**src/rtl/vid_phase_capture.sv**
```systemverilog
module vid_phase_capture #(
  parameter int RGB_W        = 12,
  parameter int NPH          = 8,
  parameter int WIN_W        = 16,
  parameter int CNT_W        = 12,
  parameter int SPLIT_GROUPS = 1,
  localparam int PH_W        = $clog2(NPH)
) (
  input  logic             clk,
  input  logic             rst_n,
  input  logic             pix_stb,
  input  logic [RGB_W-1:0] rgb_in,
  input  logic             hs_in,
  input  logic             vs_in,
  input  logic             de_in,
  input  logic             auto_en,
  input  logic [PH_W-1:0]  man_phase,
  input  logic [PH_W-1:0]  man_phase_sync,
  input  logic [WIN_W-1:0] win_len,
  output logic [RGB_W-1:0] rgb_out,
  output logic             hs_out,
  output logic             vs_out,
  output logic             de_out,
  output logic             out_valid,
  output logic [PH_W-1:0]  cur_phase,
  output logic [PH_W-1:0]  cur_phase_sync
);
  localparam int NG = (SPLIT_GROUPS != 0) ? 2 : 1;
  localparam logic [PH_W-1:0] HALF = PH_W'(NPH / 2);

  logic [2:0]       sync_in;
  logic [PH_W-1:0]  pos_q, pos_d;
  logic [RGB_W-1:0] rgb_smp [NPH];
  logic [2:0]       sync_smp [NPH];
  logic             started_q, full_q;
  logic [RGB_W-1:0] last_rgb;
  logic [2:0]       last_sync;
  logic             t_rgb, t_sync;
  logic [NG-1:0]    hit;
  logic [WIN_W-1:0] win_q;
  logic [WIN_W:0]   win_nx;
  logic             win_end;
  logic [PH_W-1:0]  aph [NG];

  assign sync_in = {hs_in, vs_in, de_in};
  assign pos_d   = pix_stb ? '0 : ((pos_q == PH_W'(NPH - 1)) ? pos_q : pos_q + 1'b1);
  assign t_rgb   = |(rgb_in ^ last_rgb);
  assign t_sync  = |(sync_in ^ last_sync);
  assign win_nx  = {1'b0, win_q} + 1'b1;
  assign win_end = auto_en && pix_stb && (win_nx >= {1'b0, win_len});

  generate
    if (NG == 2) begin : g_hit2
      assign hit = {t_sync, t_rgb};
    end else begin : g_hit1
      assign hit = t_rgb | t_sync;
    end
  endgenerate

  assign cur_phase      = auto_en ? aph[0] : man_phase;
  assign cur_phase_sync = auto_en ? aph[NG-1]
                        : ((SPLIT_GROUPS != 0) ? man_phase_sync : man_phase);

  always_ff @(posedge clk) begin
    if (!rst_n) begin
      pos_q     <= PH_W'(NPH - 1);
      started_q <= 1'b0;
      full_q    <= 1'b0;
      last_rgb  <= '0;
      last_sync <= '0;
      for (int k = 0; k < NPH; k++) begin
        rgb_smp[k]  <= '0;
        sync_smp[k] <= '0;
      end
    end else begin
      pos_q          <= pos_d;
      last_rgb       <= rgb_in;
      last_sync      <= sync_in;
      rgb_smp[pos_d] <= rgb_in;
      sync_smp[pos_d] <= sync_in;
      if (pix_stb) begin
        started_q <= 1'b1;
        full_q    <= 1'b0;
      end else if (started_q && pos_d == PH_W'(NPH - 1)) begin
        full_q <= 1'b1;
      end
    end
  end

  always_ff @(posedge clk) begin
    if (!rst_n) begin
      rgb_out   <= '0;
      hs_out    <= 1'b0;
      vs_out    <= 1'b0;
      de_out    <= 1'b0;
      out_valid <= 1'b0;
    end else begin
      out_valid <= pix_stb && full_q;
      if (pix_stb) begin
        rgb_out                  <= rgb_smp[cur_phase];
        {hs_out, vs_out, de_out} <= sync_smp[cur_phase_sync];
      end
    end
  end

  always_ff @(posedge clk) begin
    if (!rst_n || !auto_en) win_q <= '0;
    else if (pix_stb)       win_q <= win_end ? '0 : win_q + 1'b1;
  end

  generate
    for (genvar g = 0; g < NG; g++) begin : g_grp
      logic [CNT_W-1:0] cnt [NPH];
      logic [CNT_W-1:0] bmax;
      logic [PH_W-1:0]  bidx, cand, prev_c;
      logic             prev_v;

      always_comb begin
        bmax = cnt[0];
        bidx = '0;
        for (int k = 1; k < NPH; k++) begin
          if (cnt[k] > bmax) begin
            bmax = cnt[k];
            bidx = PH_W'(k);
          end
        end
        cand = bidx + HALF;
      end

      always_ff @(posedge clk) begin
        if (!rst_n) begin
          for (int k = 0; k < NPH; k++) cnt[k] <= '0;
          aph[g] <= HALF;
          prev_c <= '0;
          prev_v <= 1'b0;
        end else if (!auto_en) begin
          for (int k = 0; k < NPH; k++) cnt[k] <= '0;
          prev_v <= 1'b0;
        end else begin
          for (int k = 0; k < NPH; k++) begin
            if (win_end)
              cnt[k] <= (hit[g] && pos_d == PH_W'(k)) ? CNT_W'(1) : '0;
            else if (hit[g] && pos_d == PH_W'(k) && cnt[k] != '1)
              cnt[k] <= cnt[k] + 1'b1;
          end
          if (win_end) begin
            if (bmax != '0) begin
              prev_c <= cand;
              prev_v <= 1'b1;
              if (prev_v && prev_c == cand) aph[g] <= cand;
            end else begin
              prev_v <= 1'b0;
            end
          end
        end
      end

      AST_APH_RESET:    assert property (@(posedge clk) disable iff (!rst_n) $rose(rst_n) |-> aph[g] == HALF);
      AST_APH_AT_WINDOW: assert property (@(posedge clk) disable iff (!rst_n) !$stable(aph[g]) |-> $past(win_end));
    end
  endgenerate

  AST_VALID_PULSE:   assert property (@(posedge clk) disable iff (!rst_n) out_valid |=> !out_valid);
  AST_VALID_AFTER_STB: assert property (@(posedge clk) disable iff (!rst_n) out_valid |-> $past(pix_stb));
  AST_OUT_HOLD:      assert property (@(posedge clk) disable iff (!rst_n) !$past(pix_stb) |-> $stable(rgb_out));
endmodule

```
**config.mk**
```make
export PLATFORM = sky130hd
export DESIGN_NAME = vid_phase_capture
export DESIGN_NICKNAME = d
export VERILOG_FILES = /design/src/rtl/vid_phase_capture.sv
export SDC_FILE = /design/constraint.sdc
export NUM_CORES = 1
export LEC_CHECK = 0
export ABC_AREA = 1
export CORE_MARGIN = 2
export CORE_UTILIZATION = 25
export CTS_CLUSTER_DIAMETER = 40
export DETAILED_ROUTE_END_ITERATION = 12
export DONT_BUFFER_PORTS = 1
export PLACE_DENSITY = 0.44
export SETUP_SLACK_MARGIN = 0.1
export SYNTH_ARGS = -nofsm -noshare
export SYNTH_HDL_FRONTEND = slang
export SYNTH_SLANG_ARGS = --single-unit
```
**constraint.sdc**
```tcl
create_clock -name clk -period 22.6 [get_ports clk]
set_input_delay 3.39 -clock clk [delete_from_list [all_inputs] [get_ports clk]]
set_output_delay 3.39 -clock clk [all_outputs]
set_load 0.01 [all_outputs]
```
[After elaboration in Yosys (flattened, before gate mapping)]
Memory sizes are Yosys's and may differ from the RTL's. A register that Yosys moved wholly into a read port is not among the register bits.
Index checks and enable logic that the tools add are counted.
Operators by class
  $add $sub $neg: 21
  $lt $le $gt $ge: 15
  eq/ne operators: 26
  mux-type cells: 208
  bitwise operators: 53
  reduce and logical (&&, ||, !) cells: 54
Operators by type and width (number)
  $mux W12: 63
  $add A12 B1 Y12 const B: 16
  $ne A12 B12 Y1 const B: 16
  $gt A12 B12 Y1: 14
  $mux W1: 123
  $mux W3: 21
  $or A1 B1 Y1: 50
  $logic_and A1 B1 Y1: 38
  $reduce_bool A12 Y1: 2
  $reduce_or A12 Y1: 2
  $add A16 B1 Y17 const B: 1
  $ge A17 B16 Y1: 1
  $add A16 B1 Y16 const B: 1
  $mux W16: 1
  $eq A3 B3 Y1 const B: 5
  $xor A12 B12 Y12: 1
  $add A3 B3 Y3 const B: 2
  $eq A3 B2 Y1 const B: 2
  $eq A3 B3 Y1: 2
  $reduce_and A3 Y1: 2
  $reduce_or A3 Y1: 2
  $logic_not A1 Y1: 4
  $add A3 B1 Y3 const B: 1
  $eq A3 B1 Y1 const B: 1
  other kinds (6): 6
Storage, ports and cells
  register bits after elaboration: 45
  bits in writable memories: 318
  input bits: 41
  output and inout bits: 22
  logic and storage cells: 393
  memories: 5
Memories
  g_grp[0].cnt: words 8, bits a word 12, read ports 8, clocked after memory_dff 0, write ports 8, line 113  | logic [CNT_W-1:0] cnt [NPH];
  g_grp[1].cnt: words 8, bits a word 12, read ports 8, clocked after memory_dff 0, write ports 8, line 113
  rgb_smp: words 8, bits a word 12, read ports 1, clocked after memory_dff 1, write ports 8, line 33  | logic [RGB_W-1:0] rgb_smp [NPH];
  sync_smp: words 8, bits a word 3, read ports 1, clocked after memory_dff 1, write ports 8, line 34  | logic [2:0] sync_smp [NPH];
  aph: words 2, bits a word 3, read ports 2, clocked after memory_dff 0, write ports 2, line 43  | logic [PH_W-1:0] aph [NG];

[Longest topological paths before layout]
An unclocked memory read counts as a cell.
  word-level depth: 25
  mapped depth: 93
  depth with buffers taken out: 88

[Worst setup path before layout]
Ideal clock, no wire load.
  path kind: register to register
  start: mem g_grp[0].cnt[1][11] (netlist: g_grp[0].cnt[0][23])
  end: mem aph[0][0] (netlist name), enable pin
  setup time: 0.303 ns
  data arrival time: 9.880 ns
  required time: 22.297 ns
  slack: 12.418 ns
  stages on the path, launching flop included: 82
  buffers on the path: 7
  clock period less this slack: 10.182 ns
  path through: edfxtp_1 ha_1 nand2_1 nor2_1 and2_1 nand4_1 nand2_2 clkbuf_1 o21ai_0 ha_1 nand2_1 inv_1 nand3_1 nor2_1 nand4_1 nor2_1 nor2_1 nand2_1 [46 not listed] nand2_1 inv_1 ha_1 nand2_1 inv_1 o21ai_0 nand2_1 a21oi_1 o211ai_1 o21ai_0 nand2_1 inv_1 nand3_1 a21oi_1 nand3b_1 nor2_2 nand2_1 nand2_1
RTL lines (line)
  start: declaration: 113
  end: declaration: 43

==> flow_results.xml <==
<?xml version="1.0" encoding="UTF-8"?>
<metrics>
  <group name="detailed_routing">
    <metric name="post_drt_wl_per_cell" unit="um">15.9</metric>
    <metric name="drc" unit="">0</metric>
    <metric name="route.final.wire_length" unit="um">69400</metric>
    <metric name="detailroute.via_count" unit="">20100</metric>
    <metric name="dr.first_iter.drc_count" unit="">1298</metric>
    <metric name="ant_nets" unit="">0</metric>
    <metric name="drt_pre_antenna_iters" unit="">5</metric>
    <metric name="drt-vias-per-instance" unit="">4.59</metric>
  </group>
  <group name="hold_path">
    <metric name="hold_depth" unit="">2</metric>
    <metric name="min_delay_worst_type" unit="">reg -&gt; reg</metric>
  </group>
  <group name="cts">
    <metric name="tritoncts" unit="">done</metric>
    <metric name="cts.repair_timing.setup_buffer_count" unit="">0</metric>
    <metric name="insertion_delay_to_the_later_sink_of_the_worst_skew_pair" unit="ns">0.63</metric>
    <metric name="clk_pin_slew" unit="ns">0.05</metric>
    <metric name="htree_levels" unit="">3</metric>
    <metric name="holdBufCountCts" unit="">0</metric>
    <metric name="clock_buffers_created_by_tritoncts" unit="">77</metric>
    <metric name="clock_path_buffers" unit="">3</metric>
    <metric name="postCtsResizedCells" unit="">0</metric>
    <metric name="cts_sinks" unit="">378</metric>
    <metric name="clockRootBuffer" unit="">clkbuf_16</metric>
  </group>
  <group name="power">
    <metric name="power.ir.vdd_worst" unit="mV">0.0544</metric>
    <metric name="power.density_cell_area" unit="nW/um^2">108</metric>
    <metric name="leakage_power" unit="nW">11.9</metric>
    <metric name="report.power.total" unit="mW">3.13</metric>
  </group>
  <group name="logic_synthesis">
    <metric name="synth_top_flop_cell" unit="">edfxtp_1</metric>
    <metric name="synth.distinct_cells" unit="">47</metric>
    <metric name="synthDominantCellAreaShare" unit="%">38.6</metric>
    <metric name="async_reset_ff_share" unit="%">0</metric>
    <metric name="synthCells" unit="">3023</metric>
    <metric name="syn-cell-area" unit="um^2">24700</metric>
    <metric name="yosys_register_bits" unit="">378</metric>
    <metric name="synth_top_cells_by_area" unit="">edfxtp_1, ha_1, nand2_1, nor2_1, inv_1</metric>
    <metric name="ys_warn_count" unit="">0</metric>
    <metric name="synth_adder_area_share" unit="%">9.81</metric>
    <metric name="post_synth_xor_area_fraction" unit="%">2.80</metric>
    <metric name="synthesis.area_per_instance" unit="um^2">8.19</metric>
    <metric name="synth_sequential_area_ratio" unit="%">43.4</metric>
    <metric name="yosys-mux-area-fraction" unit="%">0.0404</metric>
    <metric name="complex_gate_fraction_of_the_synthesized_area" unit="%">10.9</metric>
    <metric name="leading_area_contributor_after_synthesis" unit="">edfxtp_1</metric>
    <metric name="synth_fp_nets" unit="">3258</metric>
    <metric name="synth_edf_count" unit="">318</metric>
    <metric name="synth_top_family_by_area" unit="">simple AND/OR/NAND/NOR gates</metric>
    <metric name="synth-simple-area-share" unit="%">25.8</metric>
  </group>
  <group name="global_route">
    <metric name="antenna_found_initial" unit="">0</metric>
    <metric name="track_usage" unit="%">13.7</metric>
    <metric name="grt_overflow_total" unit="">0</metric>
    <metric name="grt_max_degree" unit="">62</metric>
    <metric name="number_of_global_route_vias_before_repair" unit="">19700</metric>
    <metric name="grt_pass1_wl" unit="um">111000</metric>
  </group>
  <group name="setup_path">
    <metric name="worstPathMaxFanout" unit="">25</metric>
    <metric name="cp_data_arrival_time" unit="ns">13.14</metric>
    <metric name="critPathMostFrequentCell" unit="">nand2_1</metric>
    <metric name="timing.critical_path.to_type" unit="">flop</metric>
    <metric name="critical-path-max-stage-delay" unit="ns">0.50</metric>
    <metric name="worst_setup_path_start_kind" unit="">flop</metric>
    <metric name="critical_path_required" unit="ns">22.94</metric>
    <metric name="critical-path-slowest-cell" unit="">nand2_1</metric>
    <metric name="critPathKind" unit="">reg -&gt; reg</metric>
    <metric name="r2r_cells" unit="">70</metric>
  </group>
  <group name="cells_and_area">
    <metric name="nNetsFinal" unit="">3260</metric>
    <metric name="post_layout_inst_area" unit="um^2">28900</metric>
    <metric name="antenna_cells" unit="">0</metric>
    <metric name="drive_gt1_share" unit="%">7.48</metric>
    <metric name="syn2layout_area_growth" unit="%">16.8</metric>
  </group>
  <group name="place">
    <metric name="placement.io_buffers" unit="">0</metric>
    <metric name="dpl_cell_area" unit="um^2">26100</metric>
    <metric name="gpl.final_weighted_congestion" unit="">0.822</metric>
    <metric name="place_hpwl" unit="um">50200</metric>
  </group>
  <group name="floorplanning">
    <metric name="die_area" unit="um^2">102000</metric>
    <metric name="io-pin-count" unit="">63</metric>
    <metric name="initial_core_util" unit="%">25.2</metric>
    <metric name="floorplan.rows" unit="">115</metric>
    <metric name="vert_die_dim" unit="um">319</metric>
    <metric name="dieWidth" unit="um">319</metric>
    <metric name="coreArea" unit="um^2">98300</metric>
  </group>
  <group name="timing">
    <metric name="post_route_clock_period_utilization" unit="%">56.6</metric>
    <metric name="fin_tns_setup" unit="ns">0</metric>
    <metric name="setup_repair_after_global_routing_missed_its_margin" unit="">false</metric>
    <metric name="tightest_slew" unit="ns">1.27</metric>
    <metric name="slew_headroom" unit="%">14.9</metric>
    <metric name="fmaxAchievable" unit="MHz">78.1</metric>
    <metric name="finalCriticalPeriod" unit="ns">12.80</metric>
    <metric name="timing.final.hold_violations" unit="">0</metric>
    <metric name="fin_worst_hold_slack" unit="ns">0.454</metric>
    <metric name="setup-violations-final" unit="">0</metric>
    <metric name="maxSlewViolCount" unit="">0</metric>
    <metric name="finalClockSkew" unit="ns">0.0422</metric>
  </group>
  <group name="status">
    <metric name="outcome" unit="">complete, no violations</metric>
  </group>
  <group name="flow_run">
    <metric name="maxcap_violations" unit="">0</metric>
  </group>
</metrics>
==> through the flow <==
stage / worst slack, ns / util [%] / std cells
floorplan: 12.42 / - / 3023
global placement: 9.64 / 26.6 / 4233
detailed placement: 9.70 / 26.6 / 4233
CTS: 9.70 / 29.4 / 4377
global route: 8.22 / 29.4 / 4377
finish: 9.80 / 29.4 / 4377
==> power by group <==
group | switching (mW) | internal, mW
clock | 0.420 | 0.793
sequential | 0.0366 | 0.807
combinational | 0.721 | 0.352
total | 1.18 | 1.95
==> routing by layer <==
metal / wire length, um / track usage (%) / share of wire (%)
met1: 33700 / 18.7 / 49
met2: 31400 / 22.1 / 45
met3: 2660 / 2.26 / 3.8
met4: 1600 / 3.91 / 2.3
met5: 0 / 0 / 0
==> sequential cells by signal, indices dropped and copies added, names as in the netlist, 6 cells and up <==
name and flops:
rgb_out 12, g_grp.cnt 192, aph 6, g_grp.prev_c 6, win_q 16, sync_smp 24
rgb_smp 96, last_rgb 12
==> area by class of cell <==
cell class	count	area, um^2
well taps	1287	1610
inverters	373	1400
clock inverters	52	667
clock buffers	92	2150
multi-input cells	2182	12200
flip-flops and latches	378	10800
fillers	10500	69400
repair buffers	13	97.6
==> placed cells by master (no fill, tap or decap), types with 4 or more instances in the layout <==
cell	synthesis	final
nand2_1	566	565
nor2_1	403	403
inv_1	365	365
edfxtp_1	318	318
a21oi_1	201	201
ha_1	194	194
o21ai_0	173	169
nand3_1	140	140
clkbuf_16	0	83
nand4_1	69	69
nor3b_1	65	65
nor3_1	62	62
dfxtp_1	60	60
xor2_1	47	47
nand2_2	39	40
xnor2_1	32	32
o211ai_1	27	27
nor4_1	17	17
or2_2	15	15
a211oi_1	14	14
and2_1	13	13
buf_4	1	13
o32ai_1	12	12
o21ai_1	9	11
clkinv_1	5	11
a31oi_1	11	11
clkinvlp_4	0	11
a21o_1	10	10
nand3_2	10	10
o21bai_1	9	9
clkinv_2	0	9
bufinv_16	0	9
nor3_2	7	7
o31ai_1	6	6
nand3b_1	6	6
clkinv_4	0	6
clkbuf_1	72	5
clkinv_16	0	4
inv_6	0	4
clkbuf_8	0	4
==> worst max-delay path: cells and delay by family, from the launching register on <==
family / cells / cell delay [ns]
AO/OA/AOI/OAI: 10 / 2.42
adder cells (fa/ha/maj): 7 / 2.14
buffers and inverters: 9 / 1.21
flip-flops: 1 / 0.45
AND/OR/NAND/NOR: 44 / 6.28
==> synth_stat cells, types with 2 or more instances <==
cell and instances:
nor3b_1 65, nand2_2 39, nor4_1 17, o22ai_1 3
o21a_1 2, nand4_2 2, buf_1 3, clkbuf_1 72
nand3_2 10, a211oi_1 14, xor2_1 47, nor2_2 3
ha_1 194, o21ai_0 173, or2_2 15, edfxtp_1 318
o32ai_1 12, xnor2_1 32, and3_1 3, o31ai_1 6
buf_6 2, inv_2 3, nand3_1 140, a21oi_2 2
dfxtp_1 60, nor3_1 62, nor3_2 7, o2111ai_1 3
inv_1 365, o21bai_1 9, buf_2 12, o221ai_1 3
and2_1 13, nand2_1 566, o211ai_1 27, nor2_1 403
a21o_1 10, nand3b_1 6, a21oi_1 201, nand4_1 69
a32oi_1 2, clkinv_1 5, a31oi_1 11, o21ai_1 9
==> cell families (layout without fill, tap and decap cells) <==
kind of cell	count (synthesis)	after routing
AOI/OAI and AO/OA	487	487
xor gates and xnor gates	79	79
adders and majority gates	194	194
buffers and inverters	463	530
DFF	378	378
muxes	1	1
and+or+nand+nor	1421	1421
==> path summary, 6_finish.rpt <==
| kind | from | end | slack (ns) |
|---|---|---|---|
| worst max register to register | g_grp[1].cnt[0][1] | aph[1][1] | 9.80 |
| worst max-delay path | g_grp[1].cnt[0][1] | aph[1][1] | 9.80 |
| worst min-delay path | g_grp[1].prev_v | g_grp[1].prev_v | 0.45 |
| worst min register to register | g_grp[1].prev_v | g_grp[1].prev_v | 0.45 |
Note: power is estimated with default switching activity, not from simulation.
